$ cat src/rtl/pci_cfg_pkg.sv
// Shared constants and types for the configuration access router.
// Assumes a 16-bit window offset and 32-bit configuration data.
package pci_cfg_pkg;

    localparam int CFG_AW = 16;
    localparam int CFG_DW = 32;
    localparam int DEVFN_W = 7;

    localparam logic [7:0] REG_IDENT = 8'h00;
    localparam logic [7:0] REG_BASE0 = 8'h10;
    localparam logic [7:0] REG_BASE1 = 8'h14;

    localparam logic [CFG_DW-1:0] NO_DEVICE = '1;

    typedef struct packed {
        logic [3:0] dev;
        logic [2:0] fn;
        logic [7:0] regno;
    } cfg_addr_t;

    // Split a window offset into device, function and register fields.
    function automatic cfg_addr_t split_addr(input logic [CFG_AW-1:0] a);
        cfg_addr_t r;
        r.dev   = a[15:12];
        r.fn    = a[10:8];
        r.regno = a[7:0];
        return r;
    endfunction

endpackage

$ cat src/rtl/pci_cfg_decode.sv
// Address decoder: splits the offset and finds the responding target.
// The bridge address masks every slot. Among slots, the lowest index
// wins if two are configured at the same device/function.
module pci_cfg_decode
    import pci_cfg_pkg::*;
#(
    parameter int N_SLOTS = 4,
    parameter logic [N_SLOTS*DEVFN_W-1:0] SLOT_DEVFN = '0,
    parameter logic [3:0] BRIDGE_DEV = 4'd15,
    parameter logic [2:0] BRIDGE_FN  = 3'd0
) (
    input  logic [CFG_AW-1:0]  addr,
    output cfg_addr_t          fields,
    output logic               bridge_hit,
    output logic [N_SLOTS-1:0] slot_hit
);

    logic [N_SLOTS-1:0] raw_hit;
    logic               unused_bit11;

    assign unused_bit11 = addr[11];

    // Field split of the incoming offset.
    assign fields = split_addr(addr);

    // Bridge match.
    assign bridge_hit = (fields.dev == BRIDGE_DEV) && (fields.fn == BRIDGE_FN);

    // Per-slot raw address comparison.
    for (genvar i = 0; i < N_SLOTS; i++) begin : g_match
        assign raw_hit[i] = ({fields.dev, fields.fn} == SLOT_DEVFN[i*DEVFN_W +: DEVFN_W]);
    end

    // Priority resolution: bridge first, then lowest slot index.
    always_comb begin
        logic taken;
        taken    = bridge_hit;
        slot_hit = '0;
        for (int i = 0; i < N_SLOTS; i++) begin
            if (!taken && raw_hit[i]) begin
                slot_hit[i] = 1'b1;
                taken       = 1'b1;
            end
        end
    end

endmodule

$ cat src/rtl/pci_cfg_bridge.sv
// Built-in host-bridge function registers. Base 0 is read/write and
// flags a sticky error if it is given a nonzero value. Base 1 is write-once:
// it accepts a write only while zero, and that write arms the swap window.
module pci_cfg_bridge
    import pci_cfg_pkg::*;
(
    input  logic              clk,
    input  logic              rst_n,
    input  logic              wr_en,
    input  logic [7:0]        regno,
    input  logic [CFG_DW-1:0] wdata,
    output logic [CFG_DW-1:0] rdata,
    output logic              bar0_err,
    output logic              swap_en,
    output logic [CFG_DW-1:0] swap_base
);

    logic [CFG_DW-1:0] base0_q;
    logic [CFG_DW-1:0] base1_q;

    // Register updates on bridge writes.
    always_ff @(posedge clk) begin
        if (!rst_n) begin
            base0_q  <= '0;
            base1_q  <= '0;
            bar0_err <= 1'b0;
            swap_en  <= 1'b0;
        end else if (wr_en) begin
            case (regno)
                REG_BASE0: begin
                    base0_q <= wdata;
                    if (wdata != '0) bar0_err <= 1'b1;
                end
                REG_BASE1: begin
                    if (base1_q == '0) begin
                        base1_q <= wdata;
                        swap_en <= 1'b1;
                    end
                end
                default: ;
            endcase
        end
    end

    // Read-side register selection.
    always_comb begin
        case (regno)
            REG_BASE0: rdata = base0_q;
            REG_BASE1: rdata = base1_q;
            default:   rdata = '0;
        endcase
    end

    assign swap_base = base1_q;

endmodule

$ cat src/rtl/pci_cfg_resp.sv
// Response builder: forms the read value for the accepted request and
// registers it with a one-cycle valid. Assumes slot_live is one-hot or zero.
module pci_cfg_resp
    import pci_cfg_pkg::*;
#(
    parameter int N_SLOTS = 4,
    parameter logic [15:0] BRIDGE_VENDOR  = 16'h10EE,
    parameter logic [15:0] BRIDGE_PRODUCT = 16'h4013
) (
    input  logic                      clk,
    input  logic                      rst_n,
    input  logic                      acc,
    input  logic                      we,
    input  logic                      is_ident,
    input  logic                      bridge_hit,
    input  logic [CFG_DW-1:0]         bridge_rdata,
    input  logic [N_SLOTS-1:0]        slot_live,
    input  logic [N_SLOTS-1:0]        can_rd,
    input  logic [N_SLOTS*CFG_DW-1:0] slot_rdata,
    input  logic [N_SLOTS*16-1:0]     vendor_id,
    input  logic [N_SLOTS*16-1:0]     product_id,
    output logic                      rsp_valid,
    output logic [CFG_DW-1:0]         rsp_rdata
);

    logic [CFG_DW-1:0] slot_val;
    logic [CFG_DW-1:0] next_val;

    // OR-combine the value of the single live slot.
    always_comb begin
        slot_val = '0;
        for (int i = 0; i < N_SLOTS; i++) begin
            if (slot_live[i]) begin
                if (is_ident)
                    slot_val = slot_val | {product_id[i*16 +: 16], vendor_id[i*16 +: 16]};
                else if (can_rd[i])
                    slot_val = slot_val | slot_rdata[i*CFG_DW +: CFG_DW];
            end
        end
    end

    // Choose among the bridge, a slot and the empty-slot answer.
    always_comb begin
        if (we)
            next_val = '0;
        else if (bridge_hit)
            next_val = is_ident ? {BRIDGE_PRODUCT, BRIDGE_VENDOR} : bridge_rdata;
        else if (|slot_live)
            next_val = slot_val;
        else
            next_val = is_ident ? NO_DEVICE : '0;
    end

    // Registered response stage.
    always_ff @(posedge clk) begin
        if (!rst_n) begin
            rsp_valid <= 1'b0;
            rsp_rdata <= '0;
        end else begin
            rsp_valid <= acc;
            rsp_rdata <= acc ? next_val : '0;
        end
    end

endmodule

$ cat src/rtl/pci_cfg_router.sv
// Top level of the configuration access router. It accepts one request
// per cycle, drives the slot register port in the same cycle and answers
// in the next one. Assumes the attached slots return read data combinationally.
module pci_cfg_router
    import pci_cfg_pkg::*;
#(
    parameter int N_SLOTS = 4,
    parameter logic [N_SLOTS*DEVFN_W-1:0] SLOT_DEVFN = {7'h10, 7'h09, 7'h08, 7'h00},
    parameter logic [3:0]  BRIDGE_DEV     = 4'd15,
    parameter logic [2:0]  BRIDGE_FN      = 3'd0,
    parameter logic [15:0] BRIDGE_VENDOR  = 16'h10EE,
    parameter logic [15:0] BRIDGE_PRODUCT = 16'h4013,
    parameter logic [31:0] SWAP_SIZE      = 32'h1000_0000
) (
    input  logic                      clk,
    input  logic                      rst_n,
    input  logic                      req_valid,
    output logic                      req_ready,
    input  logic                      req_we,
    input  logic [15:0]               req_addr,
    input  logic [31:0]               req_wdata,
    output logic                      rsp_valid,
    output logic [31:0]               rsp_rdata,
    output logic [N_SLOTS-1:0]        dev_sel,
    output logic                      dev_we,
    output logic [7:0]                dev_reg,
    output logic [31:0]               dev_wdata,
    input  logic [N_SLOTS*32-1:0]     dev_rdata,
    input  logic [N_SLOTS-1:0]        dev_present,
    input  logic [N_SLOTS-1:0]        dev_can_rd,
    input  logic [N_SLOTS-1:0]        dev_can_wr,
    input  logic [N_SLOTS*16-1:0]     dev_vendor_id,
    input  logic [N_SLOTS*16-1:0]     dev_product_id,
    output logic                      bar0_err,
    output logic                      swap_en,
    output logic [31:0]               swap_base,
    output logic [31:0]               swap_len
);

    cfg_addr_t          fields;
    logic               bridge_hit;
    logic [N_SLOTS-1:0] slot_hit;
    logic [N_SLOTS-1:0] slot_live;
    logic [N_SLOTS-1:0] handler_ok;
    logic               is_ident;
    logic               acc;
    logic [31:0]        bridge_rdata;

    // Never stalls: every valid request is accepted.
    assign req_ready = 1'b1;
    assign acc       = req_valid;
    assign swap_len  = SWAP_SIZE;

    pci_cfg_decode #(
        .N_SLOTS    (N_SLOTS),
        .SLOT_DEVFN (SLOT_DEVFN),
        .BRIDGE_DEV (BRIDGE_DEV),
        .BRIDGE_FN  (BRIDGE_FN)
    ) u_decode (
        .addr       (req_addr),
        .fields     (fields),
        .bridge_hit (bridge_hit),
        .slot_hit   (slot_hit)
    );

    // Live slot = address match on a present function.
    assign slot_live = slot_hit & dev_present;
    assign is_ident  = (fields.regno == REG_IDENT);

    // Handler availability for the access direction (identity reads never forward).
    assign handler_ok = req_we ? dev_can_wr : (is_ident ? '0 : dev_can_rd);

    // Slot register port request.
    assign dev_sel   = acc ? (slot_live & handler_ok) : '0;
    assign dev_we    = req_we;
    assign dev_reg   = fields.regno;
    assign dev_wdata = req_wdata;

    pci_cfg_bridge u_bridge (
        .clk       (clk),
        .rst_n     (rst_n),
        .wr_en     (acc && req_we && bridge_hit),
        .regno     (fields.regno),
        .wdata     (req_wdata),
        .rdata     (bridge_rdata),
        .bar0_err  (bar0_err),
        .swap_en   (swap_en),
        .swap_base (swap_base)
    );

    pci_cfg_resp #(
        .N_SLOTS        (N_SLOTS),
        .BRIDGE_VENDOR  (BRIDGE_VENDOR),
        .BRIDGE_PRODUCT (BRIDGE_PRODUCT)
    ) u_resp (
        .clk          (clk),
        .rst_n        (rst_n),
        .acc          (acc),
        .we           (req_we),
        .is_ident     (is_ident),
        .bridge_hit   (bridge_hit),
        .bridge_rdata (bridge_rdata),
        .slot_live    (slot_live),
        .can_rd       (dev_can_rd),
        .slot_rdata   (dev_rdata),
        .vendor_id    (dev_vendor_id),
        .product_id   (dev_product_id),
        .rsp_valid    (rsp_valid),
        .rsp_rdata    (rsp_rdata)
    );

endmodule

$ cat config.mk
export PLATFORM = sky130hd
export DESIGN_NAME = pci_cfg_router
export DESIGN_NICKNAME = d
export VERILOG_FILES = /design/src/rtl/pci_cfg_pkg.sv /design/src/rtl/pci_cfg_decode.sv /design/src/rtl/pci_cfg_bridge.sv /design/src/rtl/pci_cfg_resp.sv /design/src/rtl/pci_cfg_router.sv
export SDC_FILE = /design/constraint.sdc
export NUM_CORES = 1
export LEC_CHECK = 0
export BUFFER_PORTS_ARGS = -buffer_cell sky130_fd_sc_hd__clkbuf_2
export CORE_AREA = 2 2 183 185
export DETAILED_ROUTE_END_ITERATION = 7
export DIE_AREA = 0 0 185 187
export PLACE_DENSITY_LB_ADDON = 0.05
export SLEW_MARGIN = 0
export SYNTH_ARGS = -nofsm -noshare
export SYNTH_HDL_FRONTEND = slang
export SYNTH_SLANG_ARGS = --single-unit
$ cat constraint.sdc
create_clock -name clk -period 2.7 [get_ports clk]
set_input_delay 0.27 -clock clk [delete_from_list [all_inputs] [get_ports clk]]
set_output_delay 0.27 -clock clk [all_outputs]
set_load 0.01 [all_outputs]
==> metrics.md <==
| Metric | Value |
|---|---|
| Data arrival, critical path | 2.09 ns |
| CP Capture Type | output pin |
| Tcrit/Tclk final | 0.875 |
| First-pass GRT wire length | 58.3 mm |
| Placed Area | 9750 um^2 |
| Final WS setup | 0.336 ns |
| Post-CTS setup buffer count | 0 |
| Hold Slack | 0.176 ns |
| Die width | 185 um |
| Post-DP HPWL | around 32 mm |
| Post-CTS Hold Buffers | 0 |
| FF-to-FF End | u_bridge.swap_base[21]$_SDFFE_PN0P_ |
| XOR/XNOR Fraction of Synth Area | 0 |
| Beginning of the critical path | req_addr[4] |
| WL per Instance | approximately 23 um |
| Synth Instances | ~1,000 |
| Post-Synth Adder-Cell Area | 0 |
| Final core utilization | 0.306 |
| Initial Util | 0.226 |
| Clock sink count | 99 |
| Post-synth EDFFs | 0 |
| Reg-to-reg slack, setup | between 0.6 and 0.7 ns |
| CTS clock-pin slew for the worst setup and hold paths | 0.07 ns |
| Iteration-0 DRC count of the detailed router | 600 |
| Layout cells sized above 1 | 0.388 |
| Worst Max-Slew Pin Slew | 0.725 ns |
| Initial antenna violation count | 3 |
| Warning count from the yosys run | 0 |
| RSZ-0062 raised after global routing | no |
| Routed Antenna Nets | 0 |
| Nets | 1,657 |
| Crit-path cells | clkbuf_2 > or4_1 > nor2_4 > buf_12 > buf_4 > o31ai_1 > and3_1 > clkbuf_2 |
| Placed insts | around 1,800 |
| CTS tree | done |
| Cell taking the most area after synthesis | dfxtp_1 |
| Max-slew headroom | 0.516 |
| Leak Pwr | approximately 4.4 nW |
| Multiplexer share of the synthesized area | 0.0314 |
| Main combinational cell family by area after synthesis | compound AO/OA/AOI/OAI gates |
| Worst-Skew Late Latency | 0.36 ns |
| Compound-gate portion of the synthesized area | 0.310 |
| Required @ worst endpoint | 2.43 ns |
| Fraction of registers with async set/reset | 0 |
| Mean Syn Cell Area | between 7 and 8 um^2 |
| Detailed Route WL | 41.1 mm |
| Simple-gate share of the synthesized area | 0.253 |
| Slew Limit Fails | 0 |
| Pwr per Cell Area | 344 nW/um^2 |
| Highest clock rate | around 420 MHz |
| Top post-synthesis cells by area | dfxtp_1 (27%), buf_4 (7.5%), nand2_1 (5.9%) |
| Commonest non-fill, non-tap cell in the layout | clkbuf_2 |
| Hold Startpoint | req_wdata[5] |
| Power consumption | 3.46 mW |
| Worst Hold End | u_bridge.base0_q[5]$_SDFFE_PN0P_ |
| Syn Std Cell Area | between 7000 and 8000 um^2 |
| Port Buf Inserts | 430 |
| Synth top area share | 0.267 |
| Ports | 465 |
| Final worst path period need | 2.36 ns |
| Clock Tree Root | clkbuf_16 |
| Via count | 9,044 |
| DR pass1 iterations | 5 |
| Bufs and invs on worst path | 4 |
| Dpl ws | 0.135 ns |
| Register bit total from synthesis | between 90 and 100 |
| H-tree depth | 3 |
| Vias in the first global route | a little under 9,000 |
| Max Clock Skew | 0.00655 ns |
| Worst Hold Class | input port to flip-flop |
| Most frequent cells in the layout | clkbuf_2 (430), nand2_1 (115), dfxtp_1 (99), nand3_1 (74), a21oi_1 (72) |
| DRC violations left | 0 |
| FP Rows | 67 |
| Top Family by Delay on Critical Path | simple AND/OR/NAND/NOR gates |
| Die ar. | approximately 35,000 um^2 |
| Slowest stage cell on the critical path | or4_1 |
| GR Overflow Total | 0 |
| Top FF cell, synth | dfxtp_1 |
| Total GRT Usage | 0.228 |
| Core area | 32,900 um^2 |
| Post-cts sizing count | 0 |
| Reg-to-reg critical path startpoint | u_bridge.swap_base[2]$_SDFFE_PN0P_ |
| Synth-to-Final Area Change | 35.6% |
| Die height | 187 um |
| Max-cap viol count | 0 |
| Largest net degree at the start of global routing | 70 |
| Gpl congestion | 0.785 |
| R2R depth | 6 |
| Hold Fails Final Rpt | 0 |
| Critical Path Most Common Cell | clkbuf_2 |
| Via density | around 5.0 |
| Max incr delay on CP | 0.68 ns |
| Synth cell types | 54 |
| Maximum root-to-sink buffer count | 2 |
| Fin Setup TNS | 0 ns |
| CP Launch Type | input port |
| Hold path depth | 3 |
| VDD IR max | 0.000279 V |
| CP max FO | 15 |
| Final setup violation count | 0 |
| Cts bufs inserted | 9 |
| Sequential-to-total area share from yosys stat | 0.267 |
| Post-route cell area | 10,100 um^2 |
| Status | finished clean |
| Final cell count without fillers | roughly 1,800 |
| Crit Path Category | input port to output pin |
worst max path at each step:
stage / to / cells after the start / slack, ns
after floorplan: u_resp.rsp_rdata[14]$_SDFF_PP0_ / 8 / 0.66
after global placement: u_resp.rsp_rdata[22]$_SDFF_PP0_ / 8 / 0.13
after detailed placement: u_resp.rsp_rdata[22]$_SDFF_PP0_ / 8 / 0.14
after CTS: dev_sel[3] / 8 / 0.32
after global routing: dev_sel[3] / 8 / 0.21
final: dev_sel[3] / 8 / 0.34
layer usage:
metal,track usage,vias up,routed length (um)
li1,-,4328,-
met1,0.312,4317,18500
met2,0.370,367,18900
met3,0.0389,30,3020
met4,0.0589,2,698
met5,0,-,13
worst reg2reg max path: cells and delay by family (launching register included):
| family | cells | cell delay, ns |
|---|---|---|
| buffers and inverters | 1 | 0.23 |
| AND/OR/NAND/NOR | 4 | 1.32 |
| AO/OA/AOI/OAI | 1 | 0.10 |
| flip-flops | 1 | 0.38 |
cell usage after synthesis, types with 2 or more instances:
library cell	number
a211o_1	2
a211oi_1	8
a21boi_0	23
a21boi_1	9
a21o_1	10
a21oi_1	72
a221o_1	11
a221oi_1	32
a31oi_1	53
a32oi_1	10
and2_1	3
and3_1	47
buf_1	6
buf_2	21
buf_4	74
buf_6	5
clkbuf_1	74
conb_1	2
dfxtp_1	99
mux2_2	10
mux2i_1	12
nand2_1	116
nand3_1	75
nand4_1	6
nor2_1	12
nor2b_1	34
nor3_1	21
nor3b_1	4
nor4_1	21
nor4_2	2
o211ai_1	25
o21a_1	2
o21ai_0	39
o22a_1	9
o22ai_1	12
o311a_1	13
or2_2	2
or3_1	4
or4_1	2
cell families after synthesis:
group | after synthesis
AOI/OAI and AO/OA | 334
buffers and inverters | 181
DFF | 99
muxes | 22
other | 2
and+or+nand+nor | 359
registers in the layout (all words and copies together), names as in the netlist:
signal	flops
u_bridge.bar0_err	1
u_bridge.base0_q	32
u_bridge.swap_base	32
u_bridge.swap_en	1
u_resp.rsp_rdata	32
u_resp.rsp_valid	1
power breakdown:
group	switching (mW)	internal [mW]	leakage [nW]
logic	0.346	0.274	3.45
clock network	0.630	0.751	0.150
registers	0.000392	1.46	0.797
area by class of cell:
class                      instances  area [um^2]
antenna                            1         2.50
clock buffer                      11          243
clock inverter                     5         61.3
fill                            3707        22800
inverter                           1         3.75
multi-input combinational        748         4570
sequential                        99         1980
tap                              448          561
timing repair buffer             478         2630
(Power assumes the default switching activity.)
